<file path="config.mk">
export PLATFORM = sky130hd
export DESIGN_NAME = gf8_vec_scale
export DESIGN_NICKNAME = d
export VERILOG_FILES = /design/src/rtl/gf8_pkg.sv /design/src/rtl/gf8_basis_gen.sv /design/src/rtl/gf8_subset_xor.sv /design/src/rtl/gf8_out_reg.sv /design/src/rtl/gf8_vec_scale.sv
export SDC_FILE = /design/constraint.sdc
export NUM_CORES = 1
export LEC_CHECK = 0
export ABC_AREA = 1
export BUFFER_PORTS_ARGS = -buffer_cell sky130_fd_sc_hd__buf_4
export CORE_ASPECT_RATIO = 0.9
export CORE_MARGIN = 1
export CORE_UTILIZATION = 49
export DETAILED_ROUTE_END_ITERATION = 10
export PLACE_DENSITY = 0.76
export SLEW_MARGIN = 20
export SYNTH_ARGS = -nofsm -noshare
export SYNTH_HDL_FRONTEND = slang
export SYNTH_SLANG_ARGS = --single-unit
</file>
<file path="constraint.sdc">
create_clock -name clk_i -period 0.9 [get_ports clk_i]
set_clock_uncertainty 0.2 [all_clocks]
set_input_delay 0.09 -clock clk_i [delete_from_list [all_inputs] [get_ports clk_i]]
set_output_delay 0.09 -clock clk_i [all_outputs]
set_load 0.02 [all_outputs]
</file>
<file path="src/rtl/gf8_pkg.sv">
package gf8_pkg;
  localparam int unsigned ElemW   = 3;
  localparam int unsigned NumElem = 3;
  // low bits of x^3 + x + 1, folded in when alpha^3 is shifted out
  localparam logic [ElemW-1:0] RedMask = 3'b011;
endpackage

</file>
<file path="src/rtl/gf8_basis_gen.sv">
// scalar * alpha^k for k = 0 .. W-1, shared by all lanes
module gf8_basis_gen #(
  parameter int unsigned W          = gf8_pkg::ElemW,
  parameter logic [W-1:0] RED_MASK  = gf8_pkg::RedMask
) (
  input  logic [W-1:0]         scalar_i,
  output logic [W-1:0][W-1:0]  basis_o
);

  assign basis_o[0] = scalar_i;

  for (genvar k = 1; k < W; k++) begin : g_pow
    logic [W-1:0] shifted;
    assign shifted    = {basis_o[k-1][W-2:0], 1'b0};
    assign basis_o[k] = basis_o[k-1][W-1] ? (shifted ^ RED_MASK) : shifted;

    // field multiplication by alpha is a bijection on nonzero values
    always_comb begin
      if (scalar_i != '0) begin
        AST_BASIS_NONZERO: assert (basis_o[k] != '0);
      end
    end
  end

endmodule

</file>
<file path="src/rtl/gf8_subset_xor.sv">
// one lane: XOR of the shared basis terms picked by the element bits
module gf8_subset_xor #(
  parameter int unsigned W = gf8_pkg::ElemW
) (
  input  logic [W-1:0][W-1:0] basis_i,
  input  logic [W-1:0]        elem_i,
  output logic [W-1:0]        prod_o
);

  always_comb begin
    prod_o = '0;
    for (int k = 0; k < W; k++) begin
      prod_o = prod_o ^ (basis_i[k] & {W{elem_i[k]}});
    end
  end

  always_comb begin
    if (elem_i == '0) begin
      AST_ZERO_ELEM: assert (prod_o == '0);
    end
  end

endmodule

</file>
<file path="src/rtl/gf8_out_reg.sv">
module gf8_out_reg #(
  parameter int unsigned DW = gf8_pkg::NumElem * gf8_pkg::ElemW
) (
  input  logic          clk_i,
  input  logic          rst_ni,
  input  logic          valid_i,
  input  logic [DW-1:0] data_i,
  output logic          valid_o,
  output logic [DW-1:0] data_o
);

  always_ff @(posedge clk_i or negedge rst_ni) begin
    if (!rst_ni) begin
      valid_o <= 1'b0;
      data_o  <= '0;
    end else begin
      valid_o <= valid_i;
      if (valid_i) data_o <= data_i;
    end
  end

  AST_VALID_RISE: assert property (@(posedge clk_i) disable iff (!rst_ni)
    valid_i |=> valid_o);
  AST_VALID_FALL: assert property (@(posedge clk_i) disable iff (!rst_ni)
    !valid_i |=> !valid_o);
  AST_DATA_LOAD: assert property (@(posedge clk_i) disable iff (!rst_ni)
    valid_i |=> data_o == $past(data_i));
  AST_DATA_HOLD: assert property (@(posedge clk_i) disable iff (!rst_ni)
    !valid_i |=> $stable(data_o));

  always_comb begin
    if (!rst_ni) begin
      AST_RESET_CLEAR: assert (!valid_o && data_o == '0);
    end
  end

endmodule

</file>
<file path="src/rtl/gf8_vec_scale.sv">
module gf8_vec_scale #(
  parameter int unsigned NUM_ELEM       = gf8_pkg::NumElem,
  parameter int unsigned ELEM_W         = gf8_pkg::ElemW,
  parameter logic [ELEM_W-1:0] RED_MASK = gf8_pkg::RedMask,
  parameter bit OUT_REG                 = 1'b1
) (
  input  logic                         clk_i,
  input  logic                         rst_ni,
  input  logic                         valid_i,
  input  logic [ELEM_W-1:0]            scalar_i,
  input  logic [NUM_ELEM*ELEM_W-1:0]   vec_i,
  output logic                         valid_o,
  output logic [NUM_ELEM*ELEM_W-1:0]   prod_o
);

  localparam int unsigned DW = NUM_ELEM * ELEM_W;

  logic [ELEM_W-1:0][ELEM_W-1:0] basis;
  logic [DW-1:0]                 prod_d;

  gf8_basis_gen #(
    .W        (ELEM_W),
    .RED_MASK (RED_MASK)
  ) i_basis (
    .scalar_i (scalar_i),
    .basis_o  (basis)
  );

  for (genvar l = 0; l < NUM_ELEM; l++) begin : g_lane
    gf8_subset_xor #(
      .W (ELEM_W)
    ) i_lane (
      .basis_i (basis),
      .elem_i  (vec_i[l*ELEM_W +: ELEM_W]),
      .prod_o  (prod_d[l*ELEM_W +: ELEM_W])
    );
  end

  if (OUT_REG) begin : g_reg
    gf8_out_reg #(
      .DW (DW)
    ) i_out (
      .clk_i   (clk_i),
      .rst_ni  (rst_ni),
      .valid_i (valid_i),
      .data_i  (prod_d),
      .valid_o (valid_o),
      .data_o  (prod_o)
    );

    AST_ZERO_SCALAR: assert property (@(posedge clk_i) disable iff (!rst_ni)
      valid_i && scalar_i == '0 |=> prod_o == '0);
    for (genvar l = 0; l < NUM_ELEM; l++) begin : g_chk
      AST_UNIT_ELEM: assert property (@(posedge clk_i) disable iff (!rst_ni)
        valid_i && vec_i[l*ELEM_W +: ELEM_W] == ELEM_W'(1)
        |=> prod_o[l*ELEM_W +: ELEM_W] == $past(scalar_i));
    end
  end else begin : g_comb
    assign valid_o = valid_i;
    assign prod_o  = prod_d;

    AST_ZERO_SCALAR: assert property (@(posedge clk_i) disable iff (!rst_ni)
      valid_i && scalar_i == '0 |-> prod_o == '0);
    for (genvar l = 0; l < NUM_ELEM; l++) begin : g_chk
      AST_UNIT_ELEM: assert property (@(posedge clk_i) disable iff (!rst_ni)
        vec_i[l*ELEM_W +: ELEM_W] == ELEM_W'(1)
        |-> prod_o[l*ELEM_W +: ELEM_W] == scalar_i);
    end
  end

endmodule

</file>
==> summary.md, run 1 <==
| Metric | Value |
|---|---|
| DRT Pass-1 Iters | `4` |
| Root buffer cell | `clkbuf_4` |
| # hold bufs at CTS | `1` |
| Vias in the first global route | `approximately 650` |
| Clock Path Buffers | `2` |
| Clock Sinks | `10` |
| Final setup margin | `-0.1921 ns` |
| Reg2Reg Setup Slack | `-0.05 ns` |
| Total power | `approximately 0.0014 W` |
| Critical path type | `flip-flop to output pin` |
| Crit path max-delay family | `flip-flops` |
| Fraction of the yosys area taken by sequential cells | `0.3072` |
| First-pass GRT wire length | `about 2.6 mm` |
| Data required, critical path | `about 0.6 ns` |
| DR iter-0 viols | `25` |
| FF+latch count, synth | `10` |
| CP max-delay cell | `dfrtp_1` |
| Hold-critical path depth | `2` |
| Final wirelength | `1.783 mm` |
| R2r startpoint | `g_reg.i_out.data_o[3]` |
| Starting Density | `0.5443` |
| Placed cell area | `993.5 sq um` |
| CTS H-tree lvls | `1` |
| Final period utilization | `1.213` |
| TritonCTS buffer count | `3` |
| Hold EP | `g_reg.i_out.valid_o` |
| Worst EP arrival | `around 0.8 ns` |
| DRC Markers | `0` |
| CP cell instances | `buf_6` |
| Pleak | `a little under 0.7 nW` |
| Final instance area | `roughly 1100 sq um` |
| Max VDD drop | `1.040 mV` |
| CP max FO | `2` |
| Final setup vio count | `13` |
| Cell depth of the worst setup path | `1` |
| Clock-pin slew on the worst setup and hold paths | `~0.060 ns` |
| Initial antenna violation count | `0` |
| Synthesized area | `a little over 800 sq um` |
| Vias per inst | `roughly 4.8` |
| Slew HR | `0.8207` |
| Largest net degree at the start of global routing | `12` |
| Failing checks | `negative hold slack, negative setup slack` |
| Die width | `around 45 um` |
| Area growth syn-to-layout | `36.41%` |
| # Max-Cap Violations | `0` |
| Via count | `roughly 850` |
| All-Layer GR Usage | `0.2056` |
| Pwr dens | `1297 nW/um^2` |
| DP HPWL | `roughly 1.3 mm` |
| Distinct cell type count after synthesis | `16` |
| Max-slew violation count | `0` |
| Antenna Nets Post-Route | `0` |
| Die area | `roughly 1800 sq um` |
| Hold Startpoint | `valid_i` |
| WHS | `-0.07875 ns` |
| Buffers & Inverters on Critical Path | `1` |
| Core Region | `1496 sq um` |
| Crit path launch type | `flip-flop` |
| CP endpoint kind | `output pin` |
| Reg2reg path depth | `3` |
| Unrepaired setup endpoints after global routing | `yes` |
| Setup TNS | `-1.862 ns` |
| Slew at the pin closest to its max-slew limit | `between 0.2 and 0.3 ns` |
| Post-layout util | `0.7425` |
| Post-Syn Instances | `126` |
| Syn Nets | `~140` |
| Layout Nets | `172` |
| TritonCTS clock tree | `built` |
| Layout cell share with drive strength beyond 1 | `0.2968` |
| Die Y | `between 40 and 50 um` |
| Status | `finished with violations` |
| Remaining Overflow, GRT | `0` |
| WL per Instance | `between 10 and 15 um` |
| Tmin final | `1.092 ns` |
| Num rows | `13` |
| Yosys warns | `0` |
| Ports | `25` |
| ANT cells | `0` |
| Critical Path Max Stage Delay | `~0.4 ns` |
| Achievable clock frequency | `approximately 920 MHz` |
| Capturing point of the worst reg2reg path | `g_reg.i_out.data_o[3]` |
| Latest clock arrival within the worst-skew pair | `0.26 ns` |
| Port Buffers | `24` |
| Syn_area_per_cell | `6.465 sq um` |
| Gp weighted congestion | `0.9076` |
| HP Class | `input pin to flip-flop` |
| Endpoints failing hold | `11` |
flip-flops by register name, summed over array words and instances, names as in the netlist:
name,count
g_reg.i_out.data_o,9
g_reg.i_out.valid_o,1
power by group:
| group | leakage (nW) | internal, W | switching [W] |
|---|---|---|---|
| combinational | 0.538 | 0.000289 | 0.000312 |
| sequential | 0.122 | 0.000508 | 0.0000443 |
| clock | 0.0138 | 0.000153 | 0.000134 |
worst register-to-register path, stage by stage (launching register included):
cell and delay (ns):
dfrtp_1 0.40, buf_4 0.14, nand2_1 0.05, nand2_1 0.05
cell type report:
| cell class | instances | area, sq um |
|---|---|---|
| clock buffer | 3 | 22.52 |
| tap | 22 | 27.53 |
| sequential | 10 | 250.2 |
| timing repair buffer | 29 | 265.3 |
| multi-input combinational | 92 | 466.7 |
| fill | 131 | 385.4 |
| inverter | 21 | 78.83 |
cell usage after synthesis (all sizes together):
cell type | n | area share
o21ai | 3 | 0.018
inv | 20 | 0.092
dfrtp | 10 | 0.31
nand3 | 18 | 0.14
nand2 | 58 | 0.29
clkbuf | 1 | 0.017
or2 | 1 | 0.011
nor2 | 3 | 0.014
xnor2 | 6 | 0.065
nand4 | 3 | 0.023
buf | 2 | 0.028
clkinv | 1 | 0.0046
routing by layer:
layer / wire, um / up-vias / global-route usage / share of wire
li1: - / 443 / - / -
met1: 815 / 381 / 0.2561 / 0.46
met2: 893 / 21 / 0.3514 / 0.50
met3: 73 / 2 / 0.06608 / 0.041
met4: 1 / 0 / 0.04545 / 0.00056
met5: 0 / - / 0 / 0
repair_timing:
action / 4_1_cts / 5_1_grt
setup endpoints to repair: 10 / 14
resized for setup: 11 / 5
endpoints found under the hold margin: 11 / 1
pin swaps: 2 / 1
buffers inserted: 2 / 1
gates cloned: 0 / 0
cells by family after synthesis:
kind of cell              share of synthesized area
and+or+nand+nor                              0.4685
buffers and inverters                        0.1413
DFF                                          0.3072
xor gates and xnor gates                    0.06452
AOI/OAI and AO/OA                           0.01843
placed cells by master (no fill, tap or decap), types with 2 or more instances in the layout:
cell type and count:
nand2_2 4, inv_1 17, xnor2_1 5, nor2_1 3, o21ai_1 3, nand2_1 52
inv_2 3, nand2_4 2, nand4_1 3, nand3_2 4, dfrtp_1 10, buf_6 12
nand3_1 14, clkbuf_4 3, buf_4 16
per-stage QoR:
step,cells,setup WS (ns)
finish,177,-0.1921
global route,177,-0.2148
CTS,176,-0.1831
detailed placement,170,-0.2258
global placement,170,-0.2058
floorplan,126,-0.1054
worst max path at each step:
stage                           from                     to
6_report       g_reg.i_out.data_o[3]              prod_o[3]
5_1_grt        g_reg.i_out.data_o[7]              prod_o[7]
4_1_cts        g_reg.i_out.data_o[1]              prod_o[1]
3_5_place_dp             scalar_i[2]  g_reg.i_out.data_o[7]
3_3_place_gp             scalar_i[1]  g_reg.i_out.data_o[1]
2_1_floorplan            scalar_i[2]  g_reg.i_out.data_o[7]
(Power assumes the default switching activity.)
==> run 2: changes to the inputs <==
--- a/config.mk
+++ b/config.mk
@@ -8,8 +8,8 @@
 export ABC_AREA = 1
-export BUFFER_PORTS_ARGS = -buffer_cell sky130_fd_sc_hd__buf_4
-export CORE_ASPECT_RATIO = 0.9
 export CORE_MARGIN = 1
-export CORE_UTILIZATION = 49
+export CORE_UTILIZATION = 60
 export DETAILED_ROUTE_END_ITERATION = 10
-export PLACE_DENSITY = 0.76
+export DONT_BUFFER_PORTS = 1
+export HOLD_SLACK_MARGIN = 0.08
+export PLACE_DENSITY = 0.75
 export SLEW_MARGIN = 20
==> constraint.sdc (replaced) <==
create_clock -name clk_i -period 0.9 [get_ports clk_i]
set_clock_uncertainty 0.2 [all_clocks]
set_input_delay 0 -clock clk_i [delete_from_list [all_inputs] [get_ports clk_i]]
set_output_delay 0 -clock clk_i [all_outputs]
set_load 0.02 [all_outputs]
==> run 2 against run 1 <==
Net effect:
- the flow still finishes with violations (negative hold slack, negative setup slack)
- largest power group is now sequential cells
- combinational power shrank 16%
- sequential power grew 0.7%
- via count grew 0.94%
- register-to-register slack lost 0.03 ns
- highest routed layer unchanged
- largest cell class unchanged
- core utilization grew 7.4 points
==> summary.md, run 2 (same netlist as run 1, synthesis figures left out) <==
| Metric | Value |
|---|---|
| WHS | `-0.4433 ns (-0.3646 ns)` |
| Final wirelength | `2.077 mm (+16%)` |
| WL per Instance | `13.49 um (+34%)` |
| All-Layer GR Usage | `0.2909 (+0.08531)` |
| Gp weighted congestion | `0.8120 (-11%)` |
| Die area | `1509 sq um (-18%)` |
| Largest net degree at the start of global routing | `12 (unchanged)` |
| Final period utilization | `1.143 (-0.06990)` |
| Failing checks | `negative hold slack, negative setup slack` |
| Crit path max-delay family | `flip-flops` |
| CP max FO | `2 (unchanged)` |
| Internal power | `0.0009886 W (+4.0%)` |
| DRC Markers | `0 (unchanged)` |
| First-pass GRT wire length | `2.925 mm (+12%)` |
| Initial antenna violation count | `0 (unchanged)` |
| CP max-delay cell | `dfrtp_1` |
| Biggest register | `g_reg.i_out.data_o` |
| Vias per inst | `5.552 (+16%)` |
| Sequential power share | `0.379 (-0.005)` |
| Crit path launch type | `flip-flop` |
| TritonCTS buffer count | `3 (unchanged)` |
| DR iter-0 viols | `35 (+40%)` |
| Core Region | `1186 sq um (-21%)` |
| Critical path type | `flip-flop to output pin` |
| Buffers & Inverters on Critical Path | `1 (unchanged)` |
| Tmin final | `1.029 ns (-0.06291 ns)` |
| Max-slew violation count | `0 (unchanged)` |
| DRT Pass-1 Iters | `4 (unchanged)` |
| Most frequent cells in the layout | `nand2_1 (53), inv_1 (17), nand3_1 (14), dfrtp_1 (10), buf_6 (9)` |
| Achievable clock frequency | `971.7 MHz (+6.1%)` |
| Port Buffers | `0 (-100%)` |
| # Max-Cap Violations | `0 (unchanged)` |
| Starting Density | `0.6867 (+0.1424)` |
| Critical Path Max Stage Delay | `0.41 ns (about the same)` |
| Die width | `38.85 um (-14%)` |
| Root buffer cell | `clkbuf_4` |
| Area growth syn-to-layout | `18.89%` |
| CP endpoint kind | `output pin` |
| Clk pwr share | `0.278 (+0.078)` |
| Final setup vio count | `13 (unchanged)` |
| Antenna Nets Post-Route | `0 (unchanged)` |
| Clock-pin slew on the worst setup and hold paths | `0.07 ns (about the same)` |
| Logic pwr share | `0.344 (-0.073)` |
| ANT cells | `0 (unchanged)` |
| DP HPWL | `1.391 mm (+3.1%)` |
| Commonest non-fill, non-tap cell in the layout | `nand2_1` |
| Via count | `855 (+0.94%)` |
| Vias in the first global route | `756 (+17%)` |
| Final setup margin | `-0.1291 ns (+0.06291 ns)` |
| Layout Nets | `156 (-9.3%)` |
| Ports | `25 (unchanged)` |
| HP Class | `input pin to flip-flop` |
| Unrepaired setup endpoints after global routing | `yes` |
| Switching Share | `0.3277 (-0.01255)` |
| Data required, critical path | `0.70 ns (+0.09 ns)` |
| # hold bufs at CTS | `1 (unchanged)` |
| Clock Sinks | `10 (unchanged)` |
| Worst EP arrival | `0.83 ns (+0.03 ns)` |
| Num rows | `12 (-1)` |
| Status | `finished with violations` |
| Clock Path Buffers | `2 (unchanged)` |
| Die Y | `38.85 um (-4.5%)` |
| Layout cell share with drive strength beyond 1 | `0.2071 (-0.08963)` |
| Psw | `0.0004818 W (-1.7%)` |
| Endpoints failing hold | `20 (+9)` |
| Largest registers | `g_reg.i_out.data_o: 9 flops, g_reg.i_out.valid_o: 1 flops` |
| Max VDD drop | `1.044 mV (+0.36%)` |
| Remaining Overflow, GRT | `0 (unchanged)` |
| Latest clock arrival within the worst-skew pair | `0.26 ns (about the same)` |
| TritonCTS clock tree | `built` |
| CTS H-tree lvls | `1 (unchanged)` |
| Slew at the pin closest to its max-slew limit | `0.4810 ns (+0.2137 ns)` |
| Pleak | `0.5888 nW (-13%)` |
| CP cell instances | `buf_6` |
| Pwr dens | `1518 nW/um^2 (+17%)` |
| Max FFs per register | `9 (unchanged)` |
| Post-layout util | `0.8165 (+0.07398)` |
| Slew HR | `0.6783 (-0.1424)` |
==> run 2: cell types whose count changed in the layout (fill, tap and decap cells not counted) <==
| cell | previous run | this run |
|---|---|---|
| nand2_1 | 52 | 53 |
| xnor2_2 | 1 | 0 |
| nand2_4 | 2 | 1 |
| xnor2_1 | 5 | 6 |
| clkbuf_8 | 0 | 1 |
| buf_4 | 16 | 3 |
| buf_6 | 12 | 9 |
==> run 2: worst reg2reg max path: stages, from the launching register on <==
cell and delay (ns):
dfrtp_1 0.41, buf_4 0.15, nand2_1 0.06, nand2_1 0.06
==> run 2: path summary, 6_finish.rpt <==
kind / start / end / slack (ns) / cells after the start
max: g_reg.i_out.data_o[5] / prod_o[5] / -0.13 / 1
min in group asynchronous: rst_ni / g_reg.i_out.data_o[6] / -0.08 / 1
min: valid_i / g_reg.i_out.valid_o / -0.44 / 0
min reg2reg: g_reg.i_out.data_o[2] / g_reg.i_out.data_o[2] / 0.31 / 2
max in group asynchronous: rst_ni / g_reg.i_out.data_o[1] / 0.25 / 1
max reg2reg: g_reg.i_out.data_o[5] / g_reg.i_out.data_o[5] / -0.08 / 3
==> run 2: through the flow <==
stage               total power, W  cell area [sq um]  worst slack (ns)  setup TNS, ns  cells
finish                    0.001470              968.4           -0.1291         -1.143    154
detailed placement       0.0009709              863.3           0.03917              0    146
global placement         0.0009537              863.3           0.06685              0    146
floorplan                0.0008665              818.3          -0.01545       -0.02967    126
CTS                       0.001441              953.4           -0.1023        -0.9188    152
global route              0.001549              968.4           -0.1420         -1.431    154
==> run 2: timing repair <==
action | CTS | global route
gates resized for setup | 10 | 0
endpoints found under the setup margin | 10 | 11
cloned | 0 | 0
pin swaps | 1 | 1
setup buffers | 1 | 2
hold endpoints to repair | 20 | 20
==> run 2: metal layers <==
layer | wire [um] | global-route usage | up-vias | part of all wire
li1 | - | - | 411 | -
met1 | 795 | 0.3007 | 397 | 0.38
met2 | 1103 | 0.5792 | 43 | 0.53
met3 | 148 | 0.06936 | 4 | 0.071
met4 | 29 | 0.05172 | 0 | 0.014
met5 | 0 | 0 | - | 0
==> run 2: cell type report <==
class / count / area (sq um)
tap: 14 / 17.52
fill: 82 / 217.7
multi-input combinational: 92 / 451.7
sequential: 10 / 250.2
inverter: 21 / 78.83
timing repair buffer: 13 / 133.9
clock buffer: 4 / 36.28
==> run 2: power groups by stage <==
stage	clock network, W	logic [W]	registers [W]
after floorplan	0	0.000248	0.000618
after global placement	0	0.000406	0.000547
after detailed placement	0	0.000421	0.000550
after CTS	0.000408	0.000482	0.000551
after global routing	0.000438	0.000550	0.000561
final	0.000408	0.000505	0.000557
